==> src/rtl/fe_line_encoder.sv <==
module fe_line_encoder #(
  parameter logic [10:0] SEED = 11'h4C5
) (
  input  logic       clk,
  input  logic       rst_n,
  input  logic       sym_stb,
  input  logic       tx_en,
  input  logic       tx_er,
  input  logic [3:0] txd,
  output logic [1:0] line_lvl
);

  localparam int CW = 5;
  localparam int LW = $bits(SEED);
  localparam int TAP = LW - 3;

  localparam logic [CW-1:0] C_IDLE = 5'b11111;
  localparam logic [CW-1:0] C_SSD1 = 5'b11000;
  localparam logic [CW-1:0] C_SSD2 = 5'b10001;
  localparam logic [CW-1:0] C_ESD1 = 5'b01101;
  localparam logic [CW-1:0] C_ESD2 = 5'b00111;
  localparam logic [CW-1:0] C_HALT = 5'b00100;

  typedef enum logic [1:0] {ST_IDLE, ST_SSD2, ST_DATA, ST_ESD2} fr_t;

  fr_t            fr_q, fr_d;
  logic [CW-1:0]  sh_q, code_d;
  logic [LW-1:0]  lfsr_q;
  logic           nrzi_q;
  logic [1:0]     ph_q;
  logic           scr_bit;

  function automatic logic [CW-1:0] enc4b5b(input logic [3:0] n);
    case (n)
      4'h0: enc4b5b = 5'b11110;
      4'h1: enc4b5b = 5'b01001;
      4'h2: enc4b5b = 5'b10100;
      4'h3: enc4b5b = 5'b10101;
      4'h4: enc4b5b = 5'b01010;
      4'h5: enc4b5b = 5'b01011;
      4'h6: enc4b5b = 5'b01110;
      4'h7: enc4b5b = 5'b01111;
      4'h8: enc4b5b = 5'b10010;
      4'h9: enc4b5b = 5'b10011;
      4'hA: enc4b5b = 5'b10110;
      4'hB: enc4b5b = 5'b10111;
      4'hC: enc4b5b = 5'b11010;
      4'hD: enc4b5b = 5'b11011;
      4'hE: enc4b5b = 5'b11100;
      default: enc4b5b = 5'b11101;
    endcase
  endfunction

  always_comb begin
    fr_d   = fr_q;
    code_d = C_IDLE;
    case (fr_q)
      ST_IDLE: if (tx_en) begin
        code_d = C_SSD1;
        fr_d   = ST_SSD2;
      end
      ST_SSD2: begin
        code_d = C_SSD2;
        fr_d   = ST_DATA;
      end
      ST_DATA: if (tx_en) begin
        code_d = tx_er ? C_HALT : enc4b5b(txd);
      end else begin
        code_d = C_ESD1;
        fr_d   = ST_ESD2;
      end
      default: begin
        code_d = C_ESD2;
        fr_d   = ST_IDLE;
      end
    endcase
  end

  always_ff @(posedge clk or negedge rst_n) begin
    if (!rst_n) begin
      fr_q <= ST_IDLE;
      sh_q <= C_IDLE;
    end else if (sym_stb) begin
      fr_q <= fr_d;
      sh_q <= code_d;
    end else begin
      sh_q <= {sh_q[CW-2:0], 1'b1};
    end
  end

  assign scr_bit = sh_q[CW-1] ^ lfsr_q[LW-1];

  always_ff @(posedge clk or negedge rst_n) begin
    if (!rst_n) begin
      lfsr_q <= SEED;
      nrzi_q <= 1'b0;
      ph_q   <= 2'd0;
    end else begin
      lfsr_q <= {lfsr_q[LW-2:0], lfsr_q[LW-1] ^ lfsr_q[TAP]};
      nrzi_q <= nrzi_q ^ scr_bit;
      ph_q   <= ph_q + {1'b0, scr_bit};
    end
  end

  assign line_lvl = (ph_q == 2'd1) ? 2'b01 :
                    (ph_q == 2'd3) ? 2'b11 : 2'b00;


  lfsr_live_chk: assert property (@(posedge clk) disable iff (!rst_n)
    lfsr_q != '0);


  lvl_legal_chk: assert property (@(posedge clk) disable iff (!rst_n)
    line_lvl != 2'b10);


  no_jump_chk: assert property (@(posedge clk) disable iff (!rst_n)
    (line_lvl != $past(line_lvl)) |-> (line_lvl == 2'b00 || $past(line_lvl) == 2'b00));


  step_on_toggle_chk: assert property (@(posedge clk) disable iff (!rst_n)
    (nrzi_q != $past(nrzi_q)) == (line_lvl != $past(line_lvl)));


  esd_then_idle_chk: assert property (@(posedge clk) disable iff (!rst_n)
    (sym_stb && fr_q == ST_ESD2) |=> (fr_q == ST_IDLE));

endmodule

==> config.mk <==
export PLATFORM = sky130hd
export DESIGN_NAME = fe_line_encoder
export DESIGN_NICKNAME = d
export VERILOG_FILES = /design/src/rtl/fe_line_encoder.sv
export SDC_FILE = /design/constraint.sdc
export NUM_CORES = 1
export LEC_CHECK = 0
export BUFFER_PORTS_ARGS = -buffer_cell sky130_fd_sc_hd__buf_2
export CORE_MARGIN = 2
export CORE_UTILIZATION = 53
export CTS_CLUSTER_DIAMETER = 150
export DETAILED_ROUTE_END_ITERATION = 10
export GPL_TIMING_DRIVEN = 0
export PLACE_DENSITY = 0.72
export REMOVE_ABC_BUFFERS = 1
export SYNTH_ARGS = -nofsm -noshare
export SYNTH_HDL_FRONTEND = slang
export SYNTH_SLANG_ARGS = --single-unit
==> constraint.sdc <==
create_clock -name clk -period 1.9 [get_ports clk]
set_input_delay 0.38 -clock clk [delete_from_list [all_inputs] [get_ports clk]]
set_output_delay 0.38 -clock clk [all_outputs]
set_load 0.03 [all_outputs]
==> impl_metrics.toml <==
[worst_setup_path]
worst_path_max_delay_cell = "dfrtp_1"
critical-path-max-stage-delay_ns = 0.42
cp_data_arrival_time_ns = 1.65
cp_max_fo = 7
crit_type = "reg -> reg"
crit_path_end_kind = "flop"
path_cells = "inv_1 > ha_1 > nand3b_1 > o21bai_1 > a221oi_2"
required_ns = 2.10
cp-start-kind = "flop"

[global_route]
grt_overflow_total = 0
grt_max_degree = 21
grt_pass1_vias = 450
grt_antenna_before_repair = 0
grt_first_pass_wirelength_mm = 1.90
grt.total_usage_pct = 14.0

[power]
combPwrFrac_pct = 33.1
swShare_pct = 32.2
power.internal_uw = 813
pwr_density_cell_nw_per_um2 = 1310
p_sw_uw = 386
pwr-share-clk_pct = 15.9
ir_drop_v = 0.000917
leakagePower_nw = 0.445
pwr-share-seq_pct = 51.0

[drt]
drc = 0
dr_wl_met3_um = 35
wirelength_met1_um = 560
topRoutingLayerUsed = "met3"
drt_pass1_iterations = 3
avgRoutedWirePerCell_um = 11.5
final_antenna_net_count = 0
dr_wl_met2_um = 505
vias = 480
via_per_inst = 5.00
wirelength_mm = 1.10
initialDrtViolationCount = 6

[finish]
synthToLayoutAreaGrowth_pct = 11.3
nets = 95
final_cell_mix = "10 x dfrtp_1, 10 x buf_2, 10 x dfstp_2"
fin_area_um2 = 915
fillers = 123
seq_area_um2 = 513
layout-drive-gt1-share_pct = 32.5
antennaDiodeCount = 0
multi_input_area_um2 = 283

[synthesis]
ys_seq_area_share_pct = 62.4
ys_types = 22
yosys.area_share.simple_pct = 7.15
synth_compound_area_share_pct = 12.6
synth_mux_area_share_pct = 2.74
netlist_area_um2 = 822
syn_avg_cell_area_um2 = 12.3
yosysWarnings = 0
synthAdderAreaFrac_pct = 7.61
synth_xor_xnor_area_share_pct = 4.26
ys_ff_latch = 20
synth_top_family_by_area = "compound AO/OA/AOI/OAI gates"
netlist_instances = 67

[floorplan]
die_area_um2 = 1880
die_w_um = 43.4
rows = 14
core_um2 = 1470
die_h_um = 43.4
initial_core_util_pct = 55.9
ioPinCount = 11

[timing]
rsz0062_at_grt = "false"
min_period_over_period_pct = 75.8
setup-tns-final_ns = 0
finClkSkew_ns = 0.00122
setup_violations = 0
worst_hold_slack_ns = 0.00862
tightest_slew_ns = 0.405
hold_violations = 0
slew-limit-headroom_pct = 73.0
finalWorstSetupSlack_ns = 0.459
final_max_slew_viol_count = 0
clock.fmax_ghz = 0.694
final.min_clock_period_ns = 1.44

[place]
portBuffers = 10
dpl_cell_area_um2 = 888
dp_hpwl_um = 850
gp_congestion = 0.729
placement.setup.worst_slack_ns = 0.470

[cts]
cts_hold_buf = 0
numCtsBuffers = 3
cts.clk_slew.worst_paths_ns = 0.10
cts.repair.resized = 0
clock_sinks = 20
postCtsSetupRepairBufs = 0
root_buffer = "clkbuf_4"
htree_levels = 1
clockBufferDepth = 2
clk_latency_ns = 0.28
tritoncts = "built"

[outcome]
outcome = "complete, no violations"

[worst_hold_path]
min_path_type = "in -> async"

[run]
maxCapViolCount = 0
==> critical path: cells and delay by family, from the launching register on <==
kind	cells	cell delay, ns
fa+ha+maj	1	0.30
compound gates	2	0.41
flops	1	0.42
simple gates	1	0.13
buf+inv	1	0.09
==> flip-flops by register name, summed over array words and instances (netlist names) <==
| name | cells |
|---|---|
| ph_q | 2 |
| lfsr_q | 11 |
| fr_q | 2 |
| sh_q | 5 |
==> power groups by stage <==
stage               sequential (mW)  combinational (mW)  clock, mW
finish                        0.611               0.397      0.191
global route                  0.625               0.456      0.223
CTS                           0.615               0.402      0.202
detailed placement            0.623               0.401          0
global placement              0.616               0.393          0
floorplan                     0.633               0.285          0
==> cells by family after synthesis <==
kind of cell,Yosys count
AO/OA/AOI/OAI,16
XOR/XNOR,4
adder cells (fa/ha/maj),5
buffers and inverters,7
flip-flops,20
multiplexers,2
AND/OR/NAND/NOR,13
==> worst paths after layout <==
check                               startpoint                  end  slack, ns  cells past startpoint
min                                      rst_n    ph_q[0]$_DFF_PN0_      0.009                      1
max reg2reg                fr_q[0]$_DFFE_PN0P_    sh_q[4]$_DFF_PN1_       0.46                      5
min in group clk                       sym_stb    sh_q[4]$_DFF_PN1_       0.33                      2
min reg2reg                lfsr_q[5]$_DFF_PN0_  lfsr_q[6]$_DFF_PN1_       0.36                      0
max in group asynchronous                rst_n  lfsr_q[2]$_DFF_PN1_       1.57                      1
max                        fr_q[0]$_DFFE_PN0P_    sh_q[4]$_DFF_PN1_       0.46                      5
==> cells in the mapped netlist <==
master     n  area, um2
o41ai_1    1       8.76
a21oi_2    1       8.76
and2_1     1       6.26
mux2_2     1       11.3
nor3_1     1       5.00
ha_1       5       62.6
xor2_1     4       35.0
dfstp_2   10        263
inv_1      6       22.5
a221oi_2   1       15.0
a21oi_1    7       35.0
dfrtp_1   10        250
o22a_1     1       8.76
o21ai_1    3       15.0
nand3b_1   1       7.51
nor2_1     7       26.3
o21bai_1   1       7.51
o21ai_0    1       5.00
nand2_1    2       7.51
nor2b_1    1       6.26
mux2_1     1       11.3
clkbuf_1   1       3.75
==> final cells by class <==
cell class                      instances  share of cell area [%]
Clock buffer                            4                    2.87
Multi-Input combinational cell         40                    30.9
Tap cell                               16                    2.19
Timing Repair Buffer                   10                    5.47
Sequential cell                        20                    56.1
Inverter                                6                    2.46
==> routing by layer <==
layer | vias to the layer above | global-route usage (%)
li1 | 248 | -
met1 | 225 | 19.6
met2 | 7 | 20.3
met3 | 0 | 6.25
met4 | 0 | 3.64
met5 | - | 0
==> stage by stage <==
stage               utilization [%]  cells  total power, mW
floorplan                         -     66            0.918
global placement               60.4     92             1.01
detailed placement             60.4     92             1.02
CTS                            62.2     96             1.22
global route                   62.2     96             1.30
finish                         62.2     96             1.20
No activity file was read; power rests on OpenSTA's default activity.
